===== src/rtl/synth_i2c_pkg.sv =====
package synth_i2c_pkg;
  localparam int BYTE_W = 8;
  localparam int WORD_W = 15;
  localparam int SLOT_N = 6;

  typedef enum logic [2:0] {
    POS_FIRST, POS_D2, POS_D3, POS_C1, POS_C2, POS_C3, POS_END
  } pos_t;

  typedef enum logic [2:0] {
    RX_IDLE, RX_BITS, RX_DECIDE, RX_ACK_WAIT, RX_ACK
  } rx_state_t;

  typedef struct packed {
    logic       tune_off;
    logic       test_mon;
    logic       pump_off;
    logic [1:0] pump_cur;
  } ctl1_t;

  typedef struct packed {
    logic       dbl_off;
    logic       dbl_boost;
    logic [5:0] sw;
  } ctl2_t;
endpackage


===== src/rtl/i2c_line_sync.sv =====
module i2c_line_sync #(
  parameter int SYNC_STAGES = 2
) (
  input  logic clk,
  input  logic rst_n,
  input  logic scl_in,
  input  logic sda_in,
  output logic sda_s,
  output logic scl_rise,
  output logic scl_fall,
  output logic bus_start,
  output logic bus_stop
);
  logic [SYNC_STAGES-1:0] scl_pipe, sda_pipe;
  logic scl_prev, sda_prev, scl_now;

  for (genvar g = 0; g < SYNC_STAGES; g++) begin : g_stage
    if (g == 0) begin : g_first
      always_ff @(posedge clk or negedge rst_n)
        if (!rst_n) begin
          scl_pipe[g] <= 1'b1;
          sda_pipe[g] <= 1'b1;
        end else begin
          scl_pipe[g] <= scl_in;
          sda_pipe[g] <= sda_in;
        end
    end else begin : g_next
      always_ff @(posedge clk or negedge rst_n)
        if (!rst_n) begin
          scl_pipe[g] <= 1'b1;
          sda_pipe[g] <= 1'b1;
        end else begin
          scl_pipe[g] <= scl_pipe[g-1];
          sda_pipe[g] <= sda_pipe[g-1];
        end
    end
  end

  assign scl_now = scl_pipe[SYNC_STAGES-1];
  assign sda_s   = sda_pipe[SYNC_STAGES-1];

  always_ff @(posedge clk or negedge rst_n)
    if (!rst_n) begin
      scl_prev <= 1'b1;
      sda_prev <= 1'b1;
    end else begin
      scl_prev <= scl_now;
      sda_prev <= sda_s;
    end

  assign scl_rise  = scl_now & ~scl_prev;
  assign scl_fall  = ~scl_now & scl_prev;
  assign bus_start = scl_now & scl_prev & sda_prev & ~sda_s;
  assign bus_stop  = scl_now & scl_prev & ~sda_prev & sda_s;
endmodule


===== src/rtl/i2c_byte_rx.sv =====
module i2c_byte_rx
  import synth_i2c_pkg::*;
(
  input  logic              clk,
  input  logic              rst_n,
  input  logic              sda_s,
  input  logic              scl_rise,
  input  logic              scl_fall,
  input  logic              bus_start,
  input  logic              bus_stop,
  input  logic              ack_ok,
  output logic              byte_stb,
  output logic [BYTE_W-1:0] byte_q,
  output logic              first_byte,
  output logic              sda_oe
);
  localparam int CNT_W = $clog2(BYTE_W);
  localparam logic [CNT_W-1:0] LAST_BIT = CNT_W'(BYTE_W - 1);

  rx_state_t         state;
  logic [CNT_W-1:0]  bit_cnt;
  logic [BYTE_W-1:0] shreg;

  always_ff @(posedge clk or negedge rst_n)
    if (!rst_n) begin
      state      <= RX_IDLE;
      bit_cnt    <= '0;
      shreg      <= '0;
      first_byte <= 1'b0;
    end else if (bus_start) begin
      state      <= RX_BITS;
      bit_cnt    <= '0;
      first_byte <= 1'b1;
    end else if (bus_stop) begin
      state <= RX_IDLE;
    end else begin
      case (state)
        RX_BITS:
          if (scl_rise) begin
            shreg <= {shreg[BYTE_W-2:0], sda_s};
            if (bit_cnt == LAST_BIT) begin
              bit_cnt <= '0;
              state   <= RX_DECIDE;
            end else begin
              bit_cnt <= bit_cnt + 1'b1;
            end
          end
        RX_DECIDE:   state <= ack_ok ? RX_ACK_WAIT : RX_IDLE;
        RX_ACK_WAIT: if (scl_fall) state <= RX_ACK;
        RX_ACK:
          if (scl_fall) begin
            state      <= RX_BITS;
            first_byte <= 1'b0;
          end
        default: state <= RX_IDLE;
      endcase
    end

  assign byte_stb = (state == RX_DECIDE);
  assign byte_q   = shreg;
  assign sda_oe   = (state == RX_ACK);
endmodule


===== src/rtl/synth_reg_decode.sv =====
module synth_reg_decode
  import synth_i2c_pkg::*;
#(
  parameter logic [4:0] ADDR_PREFIX = 5'b11000
) (
  input  logic              clk,
  input  logic              rst_n,
  input  logic              bus_start,
  input  logic              bus_stop,
  input  logic              byte_stb,
  input  logic [BYTE_W-1:0] byte_q,
  input  logic              first_byte,
  input  logic [1:0]        addr_sel,
  output logic              ack_ok,
  output logic [WORD_W-1:0] scale_word,
  output logic [1:0]        ref_sel,
  output ctl1_t             ctl1,
  output ctl2_t             ctl2,
  output logic              word_valid,
  output logic              commit
);
  localparam int S_D1 = 0, S_D2 = 1, S_D3 = 2, S_C1 = 3, S_C2 = 4, S_C3 = 5;
  localparam int HI_W = WORD_W - 12;

  pos_t              pos, pos_nxt;
  logic [SLOT_N-1:0] mask;
  logic [2:0]        done;
  logic [2:0]        slot;
  logic              legal, addr_hit;
  logic [WORD_W-1:0] stg_word;
  logic [1:0]        stg_ref;
  ctl1_t             stg_c1;
  ctl2_t             stg_c2;

  assign addr_hit = (byte_q == {ADDR_PREFIX, addr_sel, 1'b0});

  always_comb begin
    legal   = 1'b0;
    slot    = 3'(S_D1);
    pos_nxt = POS_END;
    case (pos)
      POS_FIRST: begin
        legal   = 1'b1;
        slot    = byte_q[7] ? 3'(S_C1) : 3'(S_D1);
        pos_nxt = byte_q[7] ? POS_C2 : POS_D2;
      end
      POS_D2: begin legal = 1'b1;      slot = 3'(S_D2); pos_nxt = POS_D3; end
      POS_D3: begin legal = 1'b1;      slot = 3'(S_D3); pos_nxt = POS_C1; end
      POS_C1: begin legal = byte_q[7]; slot = 3'(S_C1); pos_nxt = POS_C2; end
      POS_C2: begin legal = 1'b1;      slot = 3'(S_C2); pos_nxt = POS_C3; end
      POS_C3: begin
        legal   = (byte_q[6:0] == 7'd0);
        slot    = 3'(S_C3);
        pos_nxt = POS_END;
      end
      default: legal = 1'b0;
    endcase
  end

  assign ack_ok = first_byte ? addr_hit : legal;

  always_ff @(posedge clk or negedge rst_n)
    if (!rst_n) begin
      pos      <= POS_END;
      mask     <= '0;
      stg_word <= '0;
      stg_ref  <= '0;
      stg_c1   <= '0;
      stg_c2   <= '0;
    end else if (bus_start || bus_stop) begin
      mask <= '0;
      pos  <= POS_END;
    end else if (byte_stb) begin
      if (first_byte) begin
        if (addr_hit) pos <= POS_FIRST;
        mask <= '0;
      end else if (legal) begin
        pos        <= pos_nxt;
        mask[slot] <= 1'b1;
        case (int'(slot))
          S_D1: begin
            stg_ref                    <= byte_q[6:5];
            stg_word[WORD_W-1 -: HI_W] <= byte_q[HI_W-1:0];
          end
          S_D2: stg_word[11:6] <= byte_q[5:0];
          S_D3: stg_word[5:0]  <= byte_q[5:0];
          S_C1: stg_c1         <= ctl1_t'(byte_q[4:0]);
          S_C2: stg_c2         <= ctl2_t'(byte_q);
          default: ;
        endcase
      end else begin
        mask <= '0;
        pos  <= POS_END;
      end
    end

  always_ff @(posedge clk or negedge rst_n)
    if (!rst_n) begin
      scale_word <= '0;
      ref_sel    <= '0;
      ctl1       <= '0;
      ctl2       <= '0;
      done       <= '0;
      commit     <= 1'b0;
    end else begin
      commit <= 1'b0;
      if (bus_stop && (mask != '0)) begin
        commit <= 1'b1;
        done   <= done | mask[S_D3:S_D1];
        if (mask[S_D1]) begin
          ref_sel                      <= stg_ref;
          scale_word[WORD_W-1 -: HI_W] <= stg_word[WORD_W-1 -: HI_W];
        end
        if (mask[S_D2]) scale_word[11:6] <= stg_word[11:6];
        if (mask[S_D3]) scale_word[5:0]  <= stg_word[5:0];
        if (mask[S_C1]) ctl1 <= stg_c1;
        if (mask[S_C2]) ctl2 <= stg_c2;
      end
    end

  assign word_valid = &done;
endmodule


===== src/rtl/synth_i2c_regs.sv =====
module synth_i2c_regs
  import synth_i2c_pkg::*;
#(
  parameter int         SYNC_STAGES = 2,
  parameter logic [4:0] ADDR_PREFIX = 5'b11000
) (
  input  logic        clk,
  input  logic        rst_n,
  input  logic        scl_in,
  input  logic        sda_in,
  input  logic [1:0]  addr_sel,
  output logic        sda_oe,
  output logic [14:0] scale_word,
  output logic [1:0]  ref_sel,
  output logic        tune_off,
  output logic        test_mon,
  output logic        pump_off,
  output logic [1:0]  pump_cur,
  output logic        dbl_off,
  output logic        dbl_boost,
  output logic [5:0]  sw_out,
  output logic        word_valid,
  output logic        commit
);
  logic sda_s, scl_rise, scl_fall, bus_start, bus_stop;
  logic byte_stb, first_byte, ack_ok;
  logic [BYTE_W-1:0] byte_q;
  ctl1_t ctl1;
  ctl2_t ctl2;

  i2c_line_sync #(.SYNC_STAGES(SYNC_STAGES)) u_sync (
    .clk(clk), .rst_n(rst_n), .scl_in(scl_in), .sda_in(sda_in),
    .sda_s(sda_s), .scl_rise(scl_rise), .scl_fall(scl_fall),
    .bus_start(bus_start), .bus_stop(bus_stop)
  );

  i2c_byte_rx u_rx (
    .clk(clk), .rst_n(rst_n), .sda_s(sda_s), .scl_rise(scl_rise),
    .scl_fall(scl_fall), .bus_start(bus_start), .bus_stop(bus_stop),
    .ack_ok(ack_ok), .byte_stb(byte_stb), .byte_q(byte_q),
    .first_byte(first_byte), .sda_oe(sda_oe)
  );

  synth_reg_decode #(.ADDR_PREFIX(ADDR_PREFIX)) u_dec (
    .clk(clk), .rst_n(rst_n), .bus_start(bus_start), .bus_stop(bus_stop),
    .byte_stb(byte_stb), .byte_q(byte_q), .first_byte(first_byte),
    .addr_sel(addr_sel), .ack_ok(ack_ok), .scale_word(scale_word),
    .ref_sel(ref_sel), .ctl1(ctl1), .ctl2(ctl2),
    .word_valid(word_valid), .commit(commit)
  );

  assign {tune_off, test_mon, pump_off, pump_cur} = ctl1;
  assign {dbl_off, dbl_boost, sw_out}             = ctl2;
endmodule


===== config.mk =====
export PLATFORM = sky130hd
export DESIGN_NAME = synth_i2c_regs
export DESIGN_NICKNAME = d
export VERILOG_FILES = /design/src/rtl/synth_i2c_pkg.sv /design/src/rtl/i2c_line_sync.sv /design/src/rtl/i2c_byte_rx.sv /design/src/rtl/synth_reg_decode.sv /design/src/rtl/synth_i2c_regs.sv
export SDC_FILE = /design/constraint.sdc
export NUM_CORES = 1
export LEC_CHECK = 0
export BUFFER_PORTS_ARGS = -buffer_cell sky130_fd_sc_hd__buf_4
export CAP_MARGIN = 20
export CORE_UTILIZATION = 62
export DETAILED_ROUTE_END_ITERATION = 7
export HOLD_SLACK_MARGIN = 0.05
export PLACE_DENSITY = 0.83
export SETUP_SLACK_MARGIN = 0.05
export SLEW_MARGIN = 10
export SYNTH_ARGS = -nofsm -noshare
export SYNTH_HDL_FRONTEND = slang
export SYNTH_HIERARCHICAL = 1
export SYNTH_SLANG_ARGS = --single-unit

===== constraint.sdc =====
create_clock -name clk -period 6 [get_ports clk]
set_input_delay 0.9 -clock clk [delete_from_list [all_inputs] [get_ports clk]]
set_output_delay 0.9 -clock clk [all_outputs]
set_load 0.05 [all_outputs]

Word level (Yosys, flattened, before mapping)
Cells that the tools add are included.
Word-level totals
  register bits: 94
  latch bits: 0
  memory bits (writable): 0
  bits in read-only memories: 0
  input bits: 6
  output and inout bits: 33
  logic and storage cells: 141
  memories kept: 0
Operators by class
  add/sub/neg operators: 1
  multiply operators: 0
  divide/modulo/power cells: 0
  order comparisons: 2
  eq/ne operators: 21
  shift-type cells: 0
  multiplexer cells: 35
  bitwise gates (word level): 17
  reduce and logical (&&, ||, !) cells: 29
Operators by type and width (count)
  $mux W3: 17
  $reduce_and A5 Y1: 5
  $mux W6: 4
  $eq A3 B2 Y1 const B: 6
  $pmux W3 S6: 1
  $eq A3 B3 Y1 const B: 5
  $pmux W3 S5: 1
  $pmux W3 S4: 1
  $reduce_and A2 Y1: 6
  $reduce_bool A2 Y1: 5
  $eq A3 B1 Y1 const B: 3
  $reduce_and A3 Y1: 3
  $eq A8 B8 Y1: 1
  $ne A4 B1 Y1 const B: 2
  $ne A4 B2 Y1 const B: 2
  $not A1 Y1: 8
  $reduce_and A4 Y1: 2
  $and A1 B1 Y1: 7
  $logic_not A7 Y1: 1
  $mux W1: 7
  $logic_not A3 Y1: 2
  $or A6 B6 Y6: 1
  $reduce_bool A6 Y1: 1
  $lt A3 B4 Y1 const B: 1
  11 further kinds: 13

Longest topological paths before layout
Gate-level depths: netlist of the first run.
  depth in word-level cells: 11
  mapped depth: 7
  gate-level depth less buffers: 6

Modules after synthesis
Netlist of the first run, hierarchy kept.
By module, submodules not included
  synth_reg_decode: times used 1, cells each 208, area each 2922.8 µm²
  i2c_byte_rx: times used 1, cells each 57, area each 773.2 µm²
  i2c_line_sync: times used 1, cells each 10, area each 190.2 µm²

Least setup slack after synthesis of the first run
Ideal clock, no wire load.
  path kind: reg-to-output
  start: register u_rx.state[0]
  end: output port sda_oe
  data arrival time: 1.707 ns
  required time: 5.100 ns
  slack: 3.393 ns
  stages on the path, launching flop included: 3
  path buffers: 1
  path through: dfrtp_1 -> buf_4 -> nor3b_1
On the way
  word-level cells in the longest chain between the ends: 1
RTL lines
  start, declared: RTL line i2c_byte_rx.sv:20  | rx_state_t state;
  start signal, assigned: RTL line i2c_byte_rx.sv:48  | RX_DECIDE: state <= ack_ok ? RX_ACK_WAIT : RX_IDLE;
  $eq A3 B3 Y1: RTL line i2c_byte_rx.sv:61  | assign sda_oe = (state == RX_ACK);
  end, declared: RTL line synth_i2c_regs.sv:12  | output logic sda_oe,
No other way between the ends.

Worst setup path after layout of the first run
  start: register u_sync.scl_pipe[1], in the netlist u_sync/scl_now
  end: register u_dec/stg_c2[0] (netlist bit)
On the way
  word-level cells in the longest chain between the ends: 6
  elaborated cells on any way between the ends: 8
  those cells by class: bitwise (6); reduce/logical (2)
RTL lines
  start, declared: RTL line i2c_line_sync.sv:14  | logic [SYNC_STAGES-1:0] scl_pipe, sda_pipe;
  start signal, assigned by index: RTL line i2c_line_sync.sv:33  | scl_pipe[g] <= scl_pipe[g-1];
  $and A1 B1 Y1 (3 in a row): RTL line i2c_line_sync.sv:54  | assign bus_stop = scl_now & scl_prev & ~sda_prev & sda_s;
  via bus_stop: RTL line synth_i2c_regs.sv:25  | logic sda_s, scl_rise, scl_fall, bus_start, bus_stop;
  $logic_or A1 B1 Y1: RTL line synth_reg_decode.sv:70  | end else if (bus_start || bus_stop) begin
  $not A1 Y1 (no line)
  $reduce_and A5 Y1 (no line)
  end signal, assigned: RTL line synth_reg_decode.sv:88  | S_C2: stg_c2 <= ctl2_t'(byte_q);
  end, declared: RTL line synth_reg_decode.sv:33  | ctl2_t stg_c2;
The timed path passes the listed nets, and every way through them passes these cells.
A chain may end at the register's enable or synchronous reset.

==> summary.md, run 1 <==
| Metric | Value |
|---|---|
| CTS H-tree depth | `3` |
| Final slew viol count | `0` |
| Worst Hold Slack | `0.369 ns` |
| Num CTS Buffers | `9` |
| GRT Overall Usage | `26.1%` |
| Die footprint | `6590 um2` |
| Dpl cells | `380` |
| Crit share post-route | `42.8%` |
| Status | `completed` |
| Cts repair resizes | `0` |
| Static leakage | `0.00228 uW` |
| Wire per inst | `18.8 um` |
| Number of antenna violations at the first check in global routing | `0` |
| Critical Path RT | `6.25 ns` |
| Final Skew | `0.00810 ns` |
| Critical path class | `reg2reg` |
| Yosys reg bits | `94` |
| Syn avg cell area | `14.1 um2` |
| Sequential area share after synthesis | `60.8%` |
| Clock Latency Late Sink | `0.37 ns` |
| # Post-CTS Setup Buffers | `0` |
| Core area | `5990 um2` |
| Final GP Congestion | `0.867` |
| Final Worst Setup Slack | `3.43 ns` |
| Synth area leader | `dfrtp_1` |
| Clock transition at the registers of the reported paths | `0.09 ns` |
| Largest net degree at the start of global routing | `52` |
| Detail Route Antenna Nets | `0` |
| DR pass1 iterations | `4` |
| Root buf cell | `clkbuf_8` |
| Post-Synthesis Cells | `275` |
| Fin. Hold Viols | `0` |
| RSZ-0062 raised after global routing | `no` |
| Post-synth top cells | `86 x dfrtp_1, 61 x mux2_2, 13 x nand2_1` |
| Layout cell share with drive strength beyond 1 | `43.3%` |
| Post-DP HPWL | `4.90 mm` |
| Worst Hold Class | `reg2reg` |
| N_diodes | `0` |
| Worst setup EP type | `register` |
| CTS Buffer Depth | `2` |
| # fillers | `368` |
| Worst-path maximum fanout | `16` |
| Met1 usage | `37.7%` |
| Final Non-Filler Cells | `396` |
| Peak Freq | `0.390 GHz` |
| Area grow syn2layout | `13.7%` |
| Die Span Y | `81.2 um` |
| Clk sink count | `94` |
| Syn_nets | `283` |
| GR Overflow Total | `0` |
| Critical Path AT | `2.81 ns` |
| CP startpoint kind | `register` |
| Register Area | `2360 um2` |
| Nets | `324` |
| CTS tree | `built` |
| Post-place setup slack | `3.52 ns` |
| Via count | `2,413` |
| Synth top area cells | `dfrtp_1 55%, mux2_2 18%, dfstp_2 5.4%, mux2_4 2.7%, nand2_1 1.3%` |
| Die width | `81.2 um` |
| First-pass GRT wire length | `12.1 mm` |
| Primary FF master, synth | `dfrtp_1` |
| Mapped cell area | `3890 um2` |
| Placed inst area | `4220 um2` |
| Power density cells | `292 nW/um2` |
| Grt peak-use layer | `met2` |
| Footprint of the multi-input gates | `1450 um2` |
| Max cap viols | `0` |
| Vias in the first global route | `2,322` |
| Final Cell Area | `4420 um2` |
| Number of vias per cell | `6.09` |
| Synth unique cells | `47` |
| EDFF count, synth | `0` |
| Asr flop ratio synth | `100%` |
| Final min period | `2.57 ns` |
| Row count | `28` |
| Routing usage on met2 | `39.1%` |
| Met3 Usage GRT | `5.96%` |
| Slew headroom | `41.9%` |
| Share of the synthesized area in the top cell type | `55.4%` |
| Post-CTS Hold Buffers | `0` |
| Setup TNS | `0 ns` |
| Initial DRC Count | `224` |
| Starting density of the core | `64.9%` |
| Port bufs | `38` |
| Final wirelength | `7.43 mm` |
| Final-report setup violation count | `0` |
| Peak VDD IR | `0.000251 V` |
| Yosys warning count | `6` |
| Boundary Pins | `39` |
| Most common cell in the netlist | `dfrtp_1` |
| Slew @ Worst Pin | `0.866 ns` |
| DRC | `0` |
-- registers in the layout, summed over array words and instances (netlist names) --
register / flops
u_rx/state: 3
u_sync/sda_pipe: 1
u_dec/ctl2: 8
u_dec/stg_word: 15
u_sync/scl_now: 1
u_dec/ref_sel: 2
u_dec/pos: 3
u_sync/scl_pipe: 1
u_rx/bit_cnt: 3
u_dec/commit: 1
u_dec/scale_word: 15
u_dec/stg_c1: 5
u_sync/sda_prev: 1
u_dec/ctl1: 5
u_dec/stg_ref: 2
u_rx/first_byte: 1
u_dec/mask: 6
u_sync/scl_prev: 1
u_rx/byte_q: 8
u_sync/sda_s: 1
u_dec/done: 3
u_dec/stg_c2: 8
-- layout make-up --
| class | instances | area share (%) |
|---|---|---|
| Sequential cell | 94 | 53.5 |
| Clock inverter | 5 | 1.30 |
| Inverter | 5 | 0.425 |
| Timing Repair Buffer | 39 | 6.63 |
| Tap cell | 75 | 2.12 |
| Multi-Input combinational cell | 167 | 32.9 |
| Clock buffer | 11 | 3.20 |
-- report_power, final --
part / internal [uW] / switching, uW / leakage (uW)
clock network: 205 / 219 / 0.000104
registers: 674 / 77.9 / 0.00126
logic: 65.4 / 47.7 / 0.000913
total: 944 / 344 / 0.00228
-- layout by cell type (no fill, tap or decap), drive strengths merged, types with 3 or more instances in the layout --
cell type,Yosys,final
a21o,4,4
a21oi,5,5
a22o,3,3
a31oi,4,4
and3,3,3
buf,3,39
clkbuf,6,11
clkinv,0,3
dfrtp,86,86
dfstp,8,8
inv,5,6
mux2,68,68
nand2,13,13
nand2b,3,3
nand3,6,6
nand3b,3,3
nor2,10,10
nor2b,5,5
nor3,6,6
o21ai,3,3
or4,3,3
-- worst max-delay path: stages (launching register included) --
cell and delay (ns):
dfstp_2 0.57, and4b_1 0.60, nor2_1 0.18, and3_1 0.30, nand3_1 0.39, mux2_2 0.41
-- final timing paths --
path / startpoint / endpoint / slack, ns / depth (start not counted)
setup / recovery: u_sync/scl_now$_DFF_PN1_ / u_dec/stg_c2[0]$_DFFE_PN0P_ / 3.43 / 5
min in group asynchronous: rst_n / u_dec/stg_ref[0]$_DFFE_PN0P_ / 0.51 / 1
setup reg to reg: u_sync/scl_now$_DFF_PN1_ / u_dec/stg_c2[0]$_DFFE_PN0P_ / 3.43 / 5
hold / removal: u_sync/sda_pipe[0]$_DFF_PN1_ / u_sync/sda_s$_DFF_PN1_ / 0.37 / 0
hold reg to reg: u_sync/sda_pipe[0]$_DFF_PN1_ / u_sync/sda_s$_DFF_PN1_ / 0.37 / 0
max in group asynchronous: rst_n / u_rx/byte_q[6]$_DFFE_PN0P_ / 4.47 / 2
-- cell families after synthesis --
logic type | after synthesis | synth area share, %
flops | 94 | 60.8
mux | 68 | 20.4
simple gates | 62 | 9.50
compound gates | 33 | 6.41
buf+inv | 14 | 1.84
xor+xnor | 2 | 0.451
fa+ha+maj | 2 | 0.644
-- per-stage QoR --
step	util (%)	power (uW)
final	73.8	1290
after CTS	73.8	1300
after detailed placement	70.4	877
after floorplan	-	817
after global routing	73.8	1340
after global placement	70.4	868
-- layer usage --
layer,wire length (um),up-vias
met4,106,0
met5,0,-
met3,387,11
met2,3530,85
li1,-,1081
met1,3410,1236
Note: power is estimated with default switching activity, not from simulation.
==> run 2: changes to the inputs <==
CORE_UTILIZATION = 52   (was 62)
PLACE_DENSITY = 0.74   (was 0.83)
clock period = 2.1 ns   (was 6 ns; I/O delays follow)
==> summary.md, run 2 (synthesized netlist as in run 1, its figures left out) <==
| Metric | Value |
|---|---|
| Status | `finished with violations` |
| Failing checks | `negative setup slack` |
| Final slew viol count | `0` |
| Setup TNS | `-0.0844 ns` |
| Final-report setup violation count | `1` |
| Slew headroom | `67.6%` |
| Crit share post-route | `104%` |
| Dpl cells | `422` |
| Fin. Hold Viols | `0` |
| Root buf cell | `clkbuf_8` |
| Number of antenna violations at the first check in global routing | `0` |
| CTS tree | `built` |
| Core area | `7250 um2` |
| Die Span Y | `88.5 um` |
| CTS H-tree depth | `3` |
| Wire per inst | `16.1 um` |
| Port bufs | `38` |
| Nets | `345` |
| Area grow syn2layout | `20.2%` |
| Die footprint | `7820 um2` |
| DR pass1 iterations | `4` |
| Clk sink count | `94` |
| DRC | `0` |
| Static leakage | `0.00240 uW` |
| CTS Buffer Depth | `2` |
| N_diodes | `0` |
| Final min period | `2.18 ns` |
| GR Overflow Total | `0` |
| Final Skew | `0.0133 ns` |
| Hold endpoint | `u_sync/scl_now$_DFF_PN1_` |
| Largest regs | `u_dec/scale_word: 15 flops, u_dec/stg_word: 15 flops` |
| R2r startpoint | `u_rx/byte_q[0]$_DFFE_PN0P_` |
| Post-DP HPWL | `4.73 mm` |
| Commonest non-fill, non-tap cell in the layout | `dfrtp_1` |
| RSZ-0062 raised after global routing | `yes` |
| # fillers | `597` |
| Final GP Congestion | `0.840` |
| Final Non-Filler Cells | `441` |
| Worst-path maximum fanout | `2` |
| Clock transition at the registers of the reported paths | `0.09 ns` |
| Largest net degree at the start of global routing | `95` |
| Final Worst Setup Slack | `-0.0844 ns` |
| Row count | `31` |
| Peak Freq | `0.458 GHz` |
| Slew @ Worst Pin | `0.486 ns` |
| GRT Overall Usage | `20.1%` |
| Tot Pwr | `3800 uW` |
| M1 WL | `3.47 mm` |
| Boundary Pins | `39` |
| Clock Latency Late Sink | `0.37 ns` |
| Via count | `2,402` |
| R2r worst-path depth | `6` |
| Initial DRC Count | `183` |
| Critical Path RT | `2.35 ns` |
| Die width | `88.5 um` |
| Critical path class | `reg2reg` |
| Commonest non-fill, non-tap cells in the layout | `86 x dfrtp_1, 56 x buf_4, 56 x mux2_2` |
| First-pass GRT wire length | `11.4 mm` |
| Max cap viols | `0` |
| Worst reg-to-reg setup slack | `-0.08 ns` |
| Max Used Layer | `met4` |
| Worst Hold Class | `reg2reg` |
| Final wirelength | `7.11 mm` |
| Num CTS Buffers | `9` |
| Power density cells | `813 nW/um2` |
| Starting density of the core | `53.6%` |
| Detail Route Antenna Nets | `0` |
| Number of vias per cell | `5.45` |
| Cells on Worst Hold Path | `0` |
| Layout cell share with drive strength beyond 1 | `48.8%` |
| Hold path start | `u_sync/scl_pipe[0]$_DFF_PN1_` |
| CP startpoint kind | `register` |
| R2r endpoint | `u_rx/state[1]$_DFFE_PN0P_` |
| Metal2 WL | `3.27 mm` |
| Peak VDD IR | `0.000561 V` |
| Worst setup EP type | `register` |
| Routed wl met3 | `252 um` |
| Vias in the first global route | `2,231` |
| Critical Path AT | `2.44 ns` |
==> run 2: critical path, cell delays in order (launching register included) <==
cell       delay [ns]
dfrtp_1          0.39
or4_4            0.54
or4_4            0.43
a31oi_1          0.16
a21o_1           0.14
o211ai_1         0.10
a2111oi_1        0.33
==> run 2: per-stage QoR <==
step           utilization (%)  area (um2)  hold WS, ns  setup WS (ns)
2_1_floorplan                -        3940       0.0194        -0.0219
4_1_cts                   64.2        4660        0.361        -0.0844
6_report                  64.4        4670        0.359        -0.0844
5_1_grt                   64.4        4670        0.363         -0.140
3_5_place_dp              61.2        4440        0.347        -0.0870
3_3_place_gp              61.2        4440        0.346       -0.00202
==> run 2: worst max-delay path by stage <==
stage / startpoint / end / slack (ns) / cells after the start
after floorplan: u_rx/byte_q[0]$_DFFE_PN0P_ / u_rx/state[1]$_DFFE_PN0P_ / -0.02 / 6
after global routing: u_rx/byte_q[0]$_DFFE_PN0P_ / u_rx/state[1]$_DFFE_PN0P_ / -0.14 / 6
after detailed placement: u_rx/byte_q[0]$_DFFE_PN0P_ / u_rx/state[1]$_DFFE_PN0P_ / -0.09 / 6
after CTS: u_rx/byte_q[0]$_DFFE_PN0P_ / u_rx/state[1]$_DFFE_PN0P_ / -0.08 / 6
final: u_rx/byte_q[0]$_DFFE_PN0P_ / u_rx/state[1]$_DFFE_PN0P_ / -0.08 / 6
after global placement: u_rx/byte_q[0]$_DFFE_PN0P_ / u_rx/state[1]$_DFFE_PN0P_ / -0.002 / 6
==> run 2: metal layers <==
layer / global-route usage (%) / vias up
met5: 0 / -
met4: 10.1 / 0
met3: 3.64 / 13
met2: 29.7 / 52
met1: 28.7 / 1209
li1: - / 1128
==> run 2: cell type report <==
| cell class | instances | area, um2 | area share (%) |
|---|---|---|---|
| Tap cell | 99 | 124 | 2.65 |
| Clock inverter | 6 | 51.3 | 1.10 |
| Sequential cell | 94 | 2360 | 50.6 |
| Multi-Input combinational cell | 167 | 1510 | 32.3 |
| Inverter | 5 | 18.8 | 0.402 |
| Timing Repair Buffer | 60 | 470 | 10.1 |
| Clock buffer | 10 | 138 | 2.95 |
==> run 2: what timing repair did <==
action                                  in CTS  in global routing
hold buffers                                 3                  0
resized for setup                            1                  5
hold endpoints to repair                    88                  0
endpoints found under the setup margin       1                 22
setup buffers                                0                  0
==> run 2: where the power goes <==
| part | leakage, uW | internal (uW) | switching, uW | total, uW |
|---|---|---|---|---|
| logic | 0.00105 | 312 | 319 | 631 |
| registers | 0.00126 | 1930 | 88.8 | 2020 |
| clock network | 0.0000943 | 482 | 669 | 1150 |
==> run 3: changes to the inputs <==
CORE_UTILIZATION = 58   (was 52)
PLACE_DENSITY = not set   (was 0.74)
PLACE_DENSITY_LB_ADDON = 0.1   (was not set)
clock period = 2.5 ns   (was 2.1 ns; I/O delays follow)
==> summary.md, run 3 (synthesized netlist as in run 1, its figures left out) <==
| Metric | Value |
|---|---|
| CTS tree | `built` |
| Nets | `335` |
| # fillers | `460` |
| Vias in the first global route | `2,362` |
| Slew headroom | `67.3%` |
| Peak Freq | `0.428 GHz` |
| Final Skew | `0.00943 ns` |
| Initial DRC Count | `138` |
| Area grow syn2layout | `15.9%` |
| Final Non-Filler Cells | `409` |
| DRC | `6` |
| Detail Route Antenna Nets | `0` |
| Peak VDD IR | `0.000510 V` |
| CP startpoint kind | `register` |
| Worst setup EP type | `register` |
| Boundary Pins | `39` |
| Row count | `29` |
| CTS H-tree depth | `3` |
| Critical path depth | `6` |
| Setup TNS | `0 ns` |
| Cells on Worst Hold Path | `1` |
| Setup crit start | `u_rx/byte_q[5]$_DFFE_PN0P_` |
| Clock Latency Late Sink | `0.35 ns` |
| Worst Path Buf+Inv | `0` |
| Port bufs | `38` |
| Die width | `83.9 um` |
| Slowest-stage cell, CP | `or4_1` |
| Via count | `2,397` |
| Starting density of the core | `60.5%` |
| Failing checks | `design-rule violations` |
| Critical Path AT | `2.59 ns` |
| Commonest non-fill, non-tap cells in the layout | `86 x dfrtp_1, 61 x mux2_2, 49 x buf_4` |
| Clk sink count | `94` |
| Worst path cell trace | `or4_1 > or4_1 > a31oi_1 > a21o_1 > o211ai_1 > a2111oi_2` |
| Most frequent CP cell | `or4_1` |
| Final wirelength | `7.39 mm` |
| Number of vias per cell | `5.86` |
| # Post-CTS Setup Buffers | `0` |
| Num CTS Buffers | `9` |
| Kind of cell adding the most delay to the critical path | `simple AND/OR/NAND/NOR gates` |
| Layout cell share with drive strength beyond 1 | `45.2%` |
| Final Cell Area | `4500 um2` |
| Worst-path maximum fanout | `7` |
| Core area | `6420 um2` |
| First-pass GRT wire length | `12.0 mm` |
| Largest regs | `u_dec/scale_word: 15 flops, u_dec/stg_word: 15 flops` |
| Static leakage | `0.00233 uW` |
| Clock transition at the registers of the reported paths | `0.09 ns` |
| Post-DP HPWL | `5.03 mm` |
| Final min period | `2.34 ns` |
| N_diodes | `0` |
| Dpl cells | `392` |
| R2r worst-path depth | `6` |
| Power density cells | `685 nW/um2` |
| Final slew viol count | `0` |
| Root buf cell | `clkbuf_8` |
| Critical Path Sink | `u_rx/state[1]$_DFFE_PN0P_` |
| Fin util | `70.1%` |
| R2r startpoint | `u_rx/byte_q[5]$_DFFE_PN0P_` |
| Crit share post-route | `93.4%` |
| Number of antenna violations at the first check in global routing | `0` |
| CTS Buffer Depth | `2` |
| GR Overflow Total | `0` |
| RSZ-0062 raised after global routing | `no` |
| Placed inst area | `4300 um2` |
| R2r endpoint | `u_rx/state[1]$_DFFE_PN0P_` |
| Die footprint | `7030 um2` |
| Slew @ Worst Pin | `0.490 ns` |
| Die Span Y | `83.9 um` |
| Critical Path RT | `2.75 ns` |
| Fin. Hold Viols | `0` |
| Commonest non-fill, non-tap cell in the layout | `dfrtp_1` |
| Worst reg-to-reg setup slack | `0.16 ns` |
| Status | `finished with violations` |
| DR pass1 iterations | `6` |
| Wire per inst | `18.1 um` |
| Worst Hold Class | `in2reg` |
| GRT Overall Usage | `22.5%` |
| Slowest stage delay, CP | `0.51 ns` |
| Final-report setup violation count | `0` |
| Critical path class | `reg2reg` |
| Max cap viols | `0` |
| Largest net degree at the start of global routing | `41` |
| Final GP Congestion | `0.800` |
[run 3: layer usage]
metal / vias to the layer above / share of wire, % / track usage [%]
met5: - / 0 / 0
met4: 0 / 1.4 / 7.37
met2: 57 / 48 / 34.6
met3: 11 / 4.2 / 5.74
met1: 1230 / 47 / 31.7
li1: 1099 / - / -
[run 3: worst min-delay path by stage]
| stage | to | startpoint |
|---|---|---|
| after floorplan | u_dec/commit$_DFF_PN0_ | rst_n |
| after global placement | u_sync/scl_now$_DFF_PN1_ | u_sync/scl_pipe[0]$_DFF_PN1_ |
| after detailed placement | u_sync/sda_s$_DFF_PN1_ | u_sync/sda_pipe[0]$_DFF_PN1_ |
| after CTS | u_sync/sda_pipe[0]$_DFF_PN1_ | sda_in |
| after global routing | u_sync/sda_pipe[0]$_DFF_PN1_ | sda_in |
| final | u_sync/scl_pipe[0]$_DFF_PN1_ | scl_in |
[run 3: timing repair]
| item | CTS | global route |
|---|---|---|
| hold buffers | 1 | 0 |
| endpoints found under the setup margin | 0 | 1 |
| gates resized for setup | 0 | 2 |
| hold endpoints to repair | 37 | 0 |
[run 3: layout make-up]
cell class | instances | area (um2) | area share, %
flip-flops and latches | 94 | 2360 | 52.5
multi-input cells | 167 | 1460 | 32.4
repair buffers | 50 | 378 | 8.39
clock buffers | 10 | 128 | 2.83
well taps | 77 | 96.3 | 2.14
clock inverters | 6 | 61.3 | 1.36
inverters | 5 | 18.8 | 0.417
[run 3: metrics by stage]
step	hold slack (ns)	setup slack, ns	power [uW]
after floorplan	0.0794	0.200	1960
after global placement	0.348	0.260	2120
after detailed placement	0.352	0.186	2140
after CTS	0.109	0.136	3120
after global routing	0.100	0.0627	3220
final	0.130	0.164	3080
[run 3: power breakdown]
group          total [uW]  internal (uW)  switching [uW]
sequential           1740           1620             126
clock                 978            461             517
combinational         362            189             173
